[src/rtl/vstate_pkg.sv]
package vstate_pkg;

    // Packed state, most significant field first, matching the CSR bit layout.
    typedef struct packed {
        logic [1:0] dsv;
        logic [1:0] sub_m1;
        logic [5:0] dst;
        logic [5:0] src;
        logic [5:0] vl;
        logic [5:0] mvl_m1;
    } vstate_t;

    localparam int STATE_BITS = $bits(vstate_t);
    localparam int WORD_BITS  = 32;
    localparam int NUM_LVL    = 3;

    typedef enum logic [1:0] {
        SEL_MVL   = 2'd0,
        SEL_VL    = 2'd1,
        SEL_SUBVL = 2'd2,
        SEL_STATE = 2'd3
    } vsel_e;

    typedef enum logic [1:0] {
        OP_READ      = 2'd0,
        OP_WRITE     = 2'd1,
        OP_WRITE_IMM = 2'd2,
        OP_RSVD      = 2'd3
    } vop_e;

    typedef enum logic [1:0] {
        LVL_U    = 2'd0,
        LVL_S    = 2'd1,
        LVL_RSVD = 2'd2,
        LVL_M    = 2'd3
    } vlvl_e;

    typedef enum logic {
        ST_IDLE = 1'b0,
        ST_RESP = 1'b1
    } vfsm_e;

    function automatic vstate_t vst_reset(int unsigned xlen);
        vstate_t s;
        s        = '0;
        s.mvl_m1 = 6'(xlen - 1);
        return s;
    endfunction

    function automatic logic [1:0] lvl_code(int idx);
        case (idx)
            0:       return LVL_U;
            1:       return LVL_S;
            default: return LVL_M;
        endcase
    endfunction

    function automatic logic [5:0] clamp6(logic [5:0] v, logic [5:0] lim);
        return (v > lim) ? lim : v;
    endfunction

endpackage

[src/rtl/vstate_eval.sv]
module vstate_eval
    import vstate_pkg::*;
#(
    parameter int XLEN    = 64,
    parameter int NREG    = 32,
    parameter int MAX_SUB = 4
) (
    input  vstate_t           cur,
    input  logic [1:0]        op,
    input  logic [1:0]        sel,
    input  logic [XLEN-1:0]   wdata,
    input  logic [4:0]        imm,
    output vstate_t           nxt,
    output logic [XLEN-1:0]   rdata,
    output logic              illegal
);
    localparam logic [6:0]      MVL_CAP = 7'(XLEN);
    localparam logic [5:0]      VL_TOP  = 6'(NREG - 1);
    localparam logic [XLEN-1:0] XLEN_V  = XLEN'(XLEN);
    localparam logic [XLEN-1:0] VLTOP_V = XLEN'(NREG - 1);
    localparam logic [XLEN-1:0] SUB_V   = XLEN'(MAX_SUB);

    logic [XLEN-1:0] len_val;
    logic [XLEN-1:0] raw_val;
    logic [6:0]      mvl_cur;
    logic [6:0]      mvl_pick;
    logic [6:0]      st_mvl_raw;
    logic [6:0]      st_mvl;
    logic [5:0]      st_vl;
    logic [5:0]      st_lim;
    logic [2:0]      sub_cur;
    vstate_t         wr_word;

    always_comb begin
        len_val    = (op == OP_WRITE_IMM) ? (XLEN'(imm) + XLEN'(1)) : wdata;
        raw_val    = (op == OP_WRITE_IMM) ? XLEN'(imm) : wdata;
        mvl_cur    = {1'b0, cur.mvl_m1} + 7'd1;
        sub_cur    = {1'b0, cur.sub_m1} + 3'd1;
        mvl_pick   = (len_val[6:0] < mvl_cur) ? len_val[6:0] : mvl_cur;
        wr_word    = vstate_t'(wdata[STATE_BITS-1:0]);
        st_mvl_raw = {1'b0, wr_word.mvl_m1} + 7'd1;
        st_mvl     = (st_mvl_raw > MVL_CAP) ? MVL_CAP : st_mvl_raw;
        st_vl      = (wr_word.vl > VL_TOP) ? VL_TOP : wr_word.vl;
        st_lim     = (st_vl == 6'd0) ? 6'd0 : 6'(st_mvl - 7'd1);

        nxt     = cur;
        rdata   = '0;
        illegal = 1'b0;

        if (op == OP_RSVD) begin
            illegal = 1'b1;
        end else begin
            case (sel)
                SEL_MVL: begin
                    if (op == OP_READ) begin
                        rdata = XLEN'(mvl_cur);
                    end else if (len_val == '0 || len_val > XLEN_V) begin
                        illegal = 1'b1;
                    end else begin
                        nxt.mvl_m1 = 6'(mvl_pick - 7'd1);
                        nxt.src    = clamp6(cur.src, 6'(mvl_pick - 7'd1));
                        nxt.dst    = clamp6(cur.dst, 6'(mvl_pick - 7'd1));
                        rdata      = XLEN'(mvl_cur);
                    end
                end
                SEL_VL: begin
                    if (op == OP_READ) begin
                        rdata = XLEN'(cur.vl);
                    end else if (len_val == '0 || len_val > VLTOP_V) begin
                        illegal = 1'b1;
                    end else begin
                        nxt.vl  = len_val[5:0];
                        nxt.src = '0;
                        nxt.dst = '0;
                        rdata   = XLEN'(len_val[5:0]);
                    end
                end
                SEL_SUBVL: begin
                    if (op == OP_READ) begin
                        rdata = XLEN'(sub_cur);
                    end else if (raw_val == '0 || raw_val > SUB_V) begin
                        illegal = 1'b1;
                    end else begin
                        nxt.sub_m1 = 2'(raw_val[2:0] - 3'd1);
                        nxt.dsv    = (cur.dsv > 2'(raw_val[2:0] - 3'd1))
                                     ? 2'(raw_val[2:0] - 3'd1) : cur.dsv;
                        rdata      = XLEN'(sub_cur);
                    end
                end
                default: begin
                    if (op == OP_READ) begin
                        rdata = XLEN'({{(WORD_BITS-STATE_BITS){1'b0}}, cur});
                    end else if (op == OP_WRITE_IMM) begin
                        illegal = 1'b1;
                    end else begin
                        nxt.mvl_m1 = 6'(st_mvl - 7'd1);
                        nxt.vl     = st_vl;
                        nxt.src    = clamp6(wr_word.src, st_lim);
                        nxt.dst    = clamp6(wr_word.dst, st_lim);
                        nxt.sub_m1 = wr_word.sub_m1;
                        nxt.dsv    = (wr_word.dsv > wr_word.sub_m1) ? wr_word.sub_m1 : wr_word.dsv;
                        rdata      = XLEN'({{(WORD_BITS-STATE_BITS){1'b0}}, cur});
                    end
                end
            endcase
        end
    end

endmodule

[src/rtl/vstate_bank.sv]
module vstate_bank
    import vstate_pkg::*;
#(
    parameter int XLEN = 64
) (
    input  logic       clk,
    input  logic       rst_n,
    input  logic       swap_en,
    input  logic [1:0] swap_lvl,
    input  vstate_t    live,
    output vstate_t    saved,
    output logic       hit
);
    localparam vstate_t RST_VAL = vst_reset(XLEN);

    logic [NUM_LVL-1:0] hit_vec;
    vstate_t            slot_arr [NUM_LVL];

    for (genvar i = 0; i < NUM_LVL; i++) begin : g_slot
        localparam logic [1:0] CODE = lvl_code(i);
        vstate_t slot_q;

        assign hit_vec[i] = (swap_lvl == CODE);

        always_ff @(posedge clk or negedge rst_n) begin
            if (!rst_n) begin
                slot_q <= RST_VAL;
            end else if (swap_en && hit_vec[i]) begin
                slot_q <= live;
            end
        end

        assign slot_arr[i] = slot_q;
    end

    always_comb begin
        saved = '0;
        for (int i = 0; i < NUM_LVL; i++) begin
            if (hit_vec[i]) begin
                saved = slot_arr[i];
            end
        end
    end

    assign hit = |hit_vec;

endmodule

[src/rtl/vstate_unit.sv]
module vstate_unit
    import vstate_pkg::*;
#(
    parameter int XLEN    = 64,
    parameter int NREG    = 32,
    parameter int MAX_SUB = 4
) (
    input  logic            clk,
    input  logic            rst_n,
    input  logic            csr_req,
    input  logic [1:0]      csr_sel,
    input  logic [1:0]      csr_op,
    input  logic [XLEN-1:0] csr_wdata,
    input  logic [4:0]      csr_imm,
    output logic            rsp_valid,
    output logic [XLEN-1:0] rsp_rdata,
    output logic            rsp_illegal,
    input  logic            trap_enter,
    input  logic            trap_exit,
    input  logic [1:0]      trap_lvl,
    output logic [6:0]      mvl_len,
    output logic [4:0]      vl_ptr,
    output logic            vec_en,
    output logic [2:0]      sub_len,
    output logic [5:0]      src_offs,
    output logic [5:0]      dst_offs,
    output logic [1:0]      dsv_offs
);
    localparam vstate_t RST_VAL = vst_reset(XLEN);

    vfsm_e           state_q;
    vfsm_e           state_d;
    vstate_t         live_q;
    vstate_t         eval_nxt;
    vstate_t         bank_out;
    logic [XLEN-1:0] eval_rdata;
    logic            eval_ill;
    logic            bank_hit;
    logic            swap_req;
    logic            swap_go;
    logic            accept;
    logic [XLEN-1:0] rdata_q;
    logic            illegal_q;

    assign swap_req = trap_enter | trap_exit;
    assign swap_go  = swap_req & bank_hit;
    assign accept   = csr_req & ~swap_go;

    vstate_eval #(.XLEN(XLEN), .NREG(NREG), .MAX_SUB(MAX_SUB)) eval_i (
        .cur     (live_q),
        .op      (csr_op),
        .sel     (csr_sel),
        .wdata   (csr_wdata),
        .imm     (csr_imm),
        .nxt     (eval_nxt),
        .rdata   (eval_rdata),
        .illegal (eval_ill)
    );

    vstate_bank #(.XLEN(XLEN)) bank_i (
        .clk      (clk),
        .rst_n    (rst_n),
        .swap_en  (swap_req),
        .swap_lvl (trap_lvl),
        .live     (live_q),
        .saved    (bank_out),
        .hit      (bank_hit)
    );

    // Live state: a trap swap outranks any CSR update.
    always_ff @(posedge clk or negedge rst_n) begin
        if (!rst_n) begin
            live_q <= RST_VAL;
        end else if (swap_go) begin
            live_q <= bank_out;
        end else if (accept) begin
            live_q <= eval_nxt;
        end
    end

    always_comb begin
        state_d = state_q;
        unique case (state_q)
            ST_IDLE: state_d = accept ? ST_RESP : ST_IDLE;
            ST_RESP: state_d = accept ? ST_RESP : ST_IDLE;
            default: state_d = ST_IDLE;
        endcase
    end

    always_ff @(posedge clk or negedge rst_n) begin
        if (!rst_n) begin
            state_q <= ST_IDLE;
        end else begin
            state_q <= state_d;
        end
    end

    always_ff @(posedge clk or negedge rst_n) begin
        if (!rst_n) begin
            rdata_q   <= '0;
            illegal_q <= 1'b0;
        end else if (accept) begin
            rdata_q   <= eval_rdata;
            illegal_q <= eval_ill;
        end
    end

    assign rsp_valid   = (state_q == ST_RESP);
    assign rsp_rdata   = rdata_q;
    assign rsp_illegal = illegal_q;

    assign mvl_len  = {1'b0, live_q.mvl_m1} + 7'd1;
    assign vl_ptr   = live_q.vl[4:0];
    assign vec_en   = (live_q.vl != 6'd0);
    assign sub_len  = {1'b0, live_q.sub_m1} + 3'd1;
    assign src_offs = live_q.src;
    assign dst_offs = live_q.dst;
    assign dsv_offs = live_q.dsv;

endmodule

[config.mk]
export PLATFORM = sky130hd
export DESIGN_NAME = vstate_unit
export DESIGN_NICKNAME = d
export VERILOG_FILES = /design/src/rtl/vstate_pkg.sv /design/src/rtl/vstate_eval.sv /design/src/rtl/vstate_bank.sv /design/src/rtl/vstate_unit.sv
export SDC_FILE = /design/constraint.sdc
export NUM_CORES = 1
export LEC_CHECK = 0
export ABC_AREA = 0
export BUFFER_PORTS_ARGS = -buffer_cell sky130_fd_sc_hd__buf_2
export CAP_MARGIN = 20
export CELL_PAD_IN_SITES_DETAIL_PLACEMENT = 1
export CELL_PAD_IN_SITES_GLOBAL_PLACEMENT = 2
export CORE_UTILIZATION = 31
export DETAILED_ROUTE_END_ITERATION = 7
export PLACE_DENSITY = 0.84
export SLEW_MARGIN = 20
export SYNTH_ARGS = -nofsm -noshare
export SYNTH_HDL_FRONTEND = slang
export SYNTH_SLANG_ARGS = --single-unit
[constraint.sdc]
create_clock -name clk -period 4.29 [get_ports clk]
set_input_delay 0.858 -clock clk [delete_from_list [all_inputs] [get_ports clk]]
set_output_delay 0.858 -clock clk [all_outputs]
set_load 0.005 [all_outputs]
---- Word-level counts from Yosys, hierarchy flattened ----
Cells that the tools add are included.
storage, ports and cells
  bits in registers ....................... 178
  input port bits ......................... 80
  output and inout bits ................... 96
  word-level logic and storage cells ...... 149
cells by class
  add/sub/neg operators ................... 7
  magnitude comparators ................... 12
  equality and inequality tests ........... 22
  multiplexer cells ....................... 53
  bitwise operators ....................... 4
  reduce and logical (&&, ||, !) cells .... 24
operator list
  cell                                                 count
  2-to-1 mux 64 bit                                    6
  2-to-1 mux 28 bit                                    9
  case mux 64 bit (3 select lines)                     1
  logical NOT 64 bit                                   2
  2-to-1 mux 6 bit                                     11
  > comparator 64 x 3 -> 1 bit, second input constant  1
  > comparator 64 x 5 -> 1 bit, second input constant  1
  > comparator 64 x 7 -> 1 bit, second input constant  1
  2-to-1 mux 18 bit                                    2
  case mux 12 bit (3 select lines)                     1
  > comparator 6 bit                                   4
  2-to-1 mux 12 bit                                    2
  case mux 6 bit (2 select lines)                      2
  != test 3 bit, second input constant                 6
  AND reduction 6 bit                                  3
  AND reduction 8 bit                                  2
  adder 6 x 1 -> 7 bit, second input constant          2
  2-to-1 mux 7 bit                                     2
  subtractor 6 x 1 -> 6 bit, second input constant     2
  2-to-1 mux 1 bit                                     10
  != test 3 x 2 -> 1 bit, second input constant        3
  == test 2 bit, second input constant                 4
  2-to-1 mux 4 bit                                     2
  case mux 4 bit (2 select lines)                      1
  26 further kinds                                     42

---- Logic depth before layout (Yosys ltp) ----
  word-level depth ........................ 13
  depth in mapped cells ................... 24

---- Cells and area by module ----
A second synthesis with hierarchy kept.
unflattened totals
  cell total of the unflattened synthesis .. 1,210
  area, all modules ....................... 12,156.7 sq um
by module, submodules not included
  module       times used  cells each  area each (sq um)  sequential area each (sq um)
  vstate_eval  1           665         4,174.0            0.0
  vstate_unit  1           298         4,115.2            2,359.8
  vstate_bank  1           247         3,867.5            2,124.5

---- Worst setup path after synthesis ----
OpenSTA, ideal clock, no wires.
  path type ............................... input port to flip-flop
  start point ............................. in csr_op[0]
  end point ............................... reg live_q, in the netlist src_offs[0]
  setup time .............................. 0.125 ns
  arrival time ............................ 5.041 ns
  setup slack ............................. -0.876 ns
  stages .................................. 23
  path buffers ............................ 3
  path through ............................ nand2b_1 buf_2 clkbuf_1 and2_1 a21oi_1 inv_1 ha_1 nand4_1 a311oi_2 o22ai_2 o21a_1 buf_6 nand2_1 o21ai_0 ha_1 nand2_1 or3_1 o211ai_1 o32a_2 a31oi_2 maj3_2 o21ai_4 mux2_4
on the way
  longest elaborated chain between the ends .. 12
ends and longest elaborated chain
  element                                                              RTL line           source
  start, declared                                                      vstate_unit.sv:12  input logic [1:0] csr_op,
  branches (longest 12 deep; another with less-than comparator 7 bit)  -
  end signal, assigned                                                 vstate_unit.sv:75  live_q <= bank_out;
  end signal, assigned                                                 vstate_unit.sv:77  live_q <= eval_nxt;
  end, declared                                                        vstate_unit.sv:33  vstate_t live_q;
Several ways; the timed one is not identified. The select of a mux whose other input is x is not followed.
A chain may end at the register's enable or synchronous reset.

---- Worst setup path after layout ----
  start point ............................. in csr_imm[1]
  end point ............................... reg live_q, in the netlist src_offs[1]
on the way
  longest elaborated chain between the ends .. 12
ends and longest elaborated chain
  element                                                              RTL line           source
  start, declared                                                      vstate_unit.sv:14  input logic [4:0] csr_imm,
  adder 5 x 1 -> 6 bit *                                               vstate_eval.sv:35  len_val = (op == OP_WRITE_IMM) ? (XLEN'(imm) + XLEN'(1)) : wdata;
  2-to-1 mux 64 bit *                                                  vstate_eval.sv:35
  branches (longest 10 deep; another with less-than comparator 7 bit)  -
Mark *: on every way between the ends. The select of a mux whose other input is x is not followed.

==> results_dict.tcl <==
set metrics [dict create \
    status "finished with violations" \
    failed_checks "setup timing" \
    drive_above_1_share_pct 41.36 \
    clkLatencyLatePin_ps 430 \
    peakVddDrop_uv 295.9 \
    start_kind "primary input" \
    syn_inst 1006 \
    nets 1340 \
    hold_violations 0 \
    ant_nets 0 \
    syn2layout_area_growth_pct 28.18 \
    dp_hpwl_um 24710 \
    dp_slack_ps -891.1 \
    p_int_uw 4259 \
    swShare_pct 36.33 \
    period_share_pct 108.7 \
    first_global_vias 8855 \
    num_rows 63 \
    antenna_found_initial 0 \
    fillers 3470 \
    root_buffer "clkbuf_16" \
    synth_compound_area_share_pct 17.51 \
    drc 0 \
    antenna_cells 0 \
    ys_seq_elements 142 \
    synth_top_area_share_pct 31.28 \
    maxCapViolCount 0 \
    port_buffers 139 \
    ios 176 \
    min_period_ps 4664 \
    synth_top_family_by_area "compound AO/OA/AOI/OAI gates" \
    maxSlewViolCount 0 \
    cts_tree "yes" \
    p_per_area_nw_per_um2 552.8 \
    clk_pin_slew_worst_paths_ps 60 \
    setup_ws_ps -373.9 \
    worst_setup_path_end_kind "register" \
    crit_type "primary input to register" \
    maxSlewHeadroom_pct 37.47 \
    p_clk_share_pct 23.0 \
    synth_top_flop_cell "dfrtp_1" \
    start_util_pct 31.68 \
    synth_top_area_cell "dfrtp_1" \
    wl_per_cell_um 19.87 \
    power_switching_uw 2430 \
    synth.avg_cell_area_um2 9.384 \
    place.gp.congestion 0.9055 \
    die_h_um 176.5 \
    synth-adder-area-share_pct 4.758 \
    die_area_um2 31150 \
    cts_buffers 17 \
    post-route-util_pct 40.61 \
    tightest_slew_ps 934.6 \
    dr.pass1.iters 4 \
    pwr-share-seq_pct 34.0 \
    async_reset_ff_share_pct 100.0 \
    seq_area_frac_synth_pct 37.96 \
    cts.sinks 142 \
    p_comb_share_pct 43.0 \
    drt_wl_total_um 32350 \
    stdcell_count 1628 \
    synth-simple-area-share_pct 14.05 \
    clockBufferDepth 2 \
    leakage_uw 0.005475 \
    grt_pass1_wl_um 50180 \
    htreeDepth 4 \
    via_per_inst 5.222 \
    grt_setup_unrepaired "yes" \
    tns_ps -2109 \
    maxClockFrequency_mhz 214.4 \
    synth_common_cells "130 x nand2_1, 118 x dfrtp_1, 98 x mux2_2" \
    synth-edff-count 0 \
    track_usage_pct 21.07 \
    synth_area_um2 9440 \
    vias 8501 \
    dp_cells 1577 \
    grt_max_degree 96 \
    fin_worst_skew_ps 9.209 \
    ys_types 86 \
    min_path_type "register to register" \
    synth_area_leaders "dfrtp_1 31%, mux2_2 12%, dfstp_2 6.7%" \
    setup-violations-final 8 \
    synth.mux.area_fraction_pct 15.29 \
    worstPathArrival_ps 4970 \
    crit_fanout 5 \
    drtIter0Drc 341 \
    core_um2 29800 \
    yosysWarnings 0 \
    yosys.cell_count.top_type "nand2_1" \
    cp_data_required_time_ps 4600 \
    die_x_um 176.5 \
    gr-total-overflow 0 \
    synth-xor-area-share_pct 1.484 \
]
[area by class of cell]
type / count / area [um^2] / area share (%)
tap: 390 / 488.0 / 4.033
multi-input combinational: 750 / 5499 / 45.44
inverter: 46 / 172.7 / 1.427
clock buffer: 26 / 605.6 / 5.005
sequential: 142 / 3583 / 29.61
clock inverter: 6 / 33.78 / 0.2792
timing repair buffer: 268 / 1718 / 14.20
[worst max-delay path, cell delays in order]
cell      delay, ps
buf_8           100
ha_4            150
nand3_2          60
xor2_1          170
o21a_1          180
inv_2            60
ha_4            270
nand4_1         100
a311oi_2        230
o22ai_2         170
o21a_2          290
nand2_2         100
o21ai_4          80
ha_4            290
nand2_2          50
or3_1           310
o211ai_1        260
o32a_2          210
a31oi_4          90
maj3_2          340
o21ai_4         270
mux2_4          330
[layer usage]
metal,wire length [um],GRT usage [%],vias to the layer above
li1,-,-,3965
met1,14840,27.56,4257
met2,15650,35.85,239
met3,1160,2.692,40
met4,695,6.717,0
met5,0,0,-
[repair_timing]
item,CTS,global route
pin swaps,35,26
gates resized for setup,43,23
buffers inserted,20,2
setup endpoints to repair,12,30
hold buffers,0,0
[placed cells by master, fill, tap and decap left out, types with 7 or more instances in the layout]
master and n:
xnor2_1 9, nand4_1 8, o21ai_0 84, mux2_2 98
clkbuf_16 22, nor2_1 49, conb_1 36, inv_1 40
o22ai_1 26, nor3_1 11, mux2i_1 22, dfstp_2 24
a21oi_1 44, buf_4 125, ha_4 7, nor4_1 17
ha_1 28, buf_2 134, o211ai_1 7, buf_6 7
nand3_1 14, nand2_1 124, dfrtp_1 118
[final timing paths]
path	from	endpoint	cells after the start	slack [ps]
worst min-delay path	rsp_rdata[15]	rsp_rdata[15]	2	470
worst max register to register	live_q[1]	src_offs[1]	20	-360
worst min register to register	rsp_rdata[15]	rsp_rdata[15]	2	470
min in group asynchronous	rst_n	bank_i.g_slot[1].slot_q[24]	1	540
worst max-delay path	csr_imm[1]	src_offs[1]	22	-370
max in group asynchronous	rst_n	bank_i.g_slot[1].slot_q[4]	2	2830
[flip-flops by register name (all words and copies together) (netlist names)]
name / cells
dst_offs: 6
bank_i.g_slot.slot_q: 84
vl_ptr: 5
src_offs: 6
rsp_illegal: 1
rsp_rdata: 28
live_q: 9
rsp_valid: 1
dsv_offs: 2
[stage by stage]
stage	power, uW	hold WS, ps	area (um^2)
4_1_cts	6609	479.5	12000
3_5_place_dp	4782	466.4	11000
5_1_grt	7057	488.5	12100
3_3_place_gp	4648	455.4	11000
6_report	6689	474.5	12100
2_1_floorplan	3772	446.0	9667
[logic make-up after synthesis]
family                   Yosys count
flip-flops                       142
AO/OA/AOI/OAI                    252
XOR/XNOR                          16
AND/OR/NAND/NOR                  283
adder cells (fa/ha/maj)           36
buffers and inverters            149
other                              1
multiplexers                     127
[power groups by stage]
stage                     registers [uW]  clock network (uW)  logic, uW
after floorplan                     2080                   0       1700
after global placement              2230                   0       2420
after detailed placement            2270                   0       2510
after CTS                           2270                1570       2760
after global routing                2330                1620       3100
final                               2270                1540       2870
No activity file was read; power rests on OpenSTA's default activity.
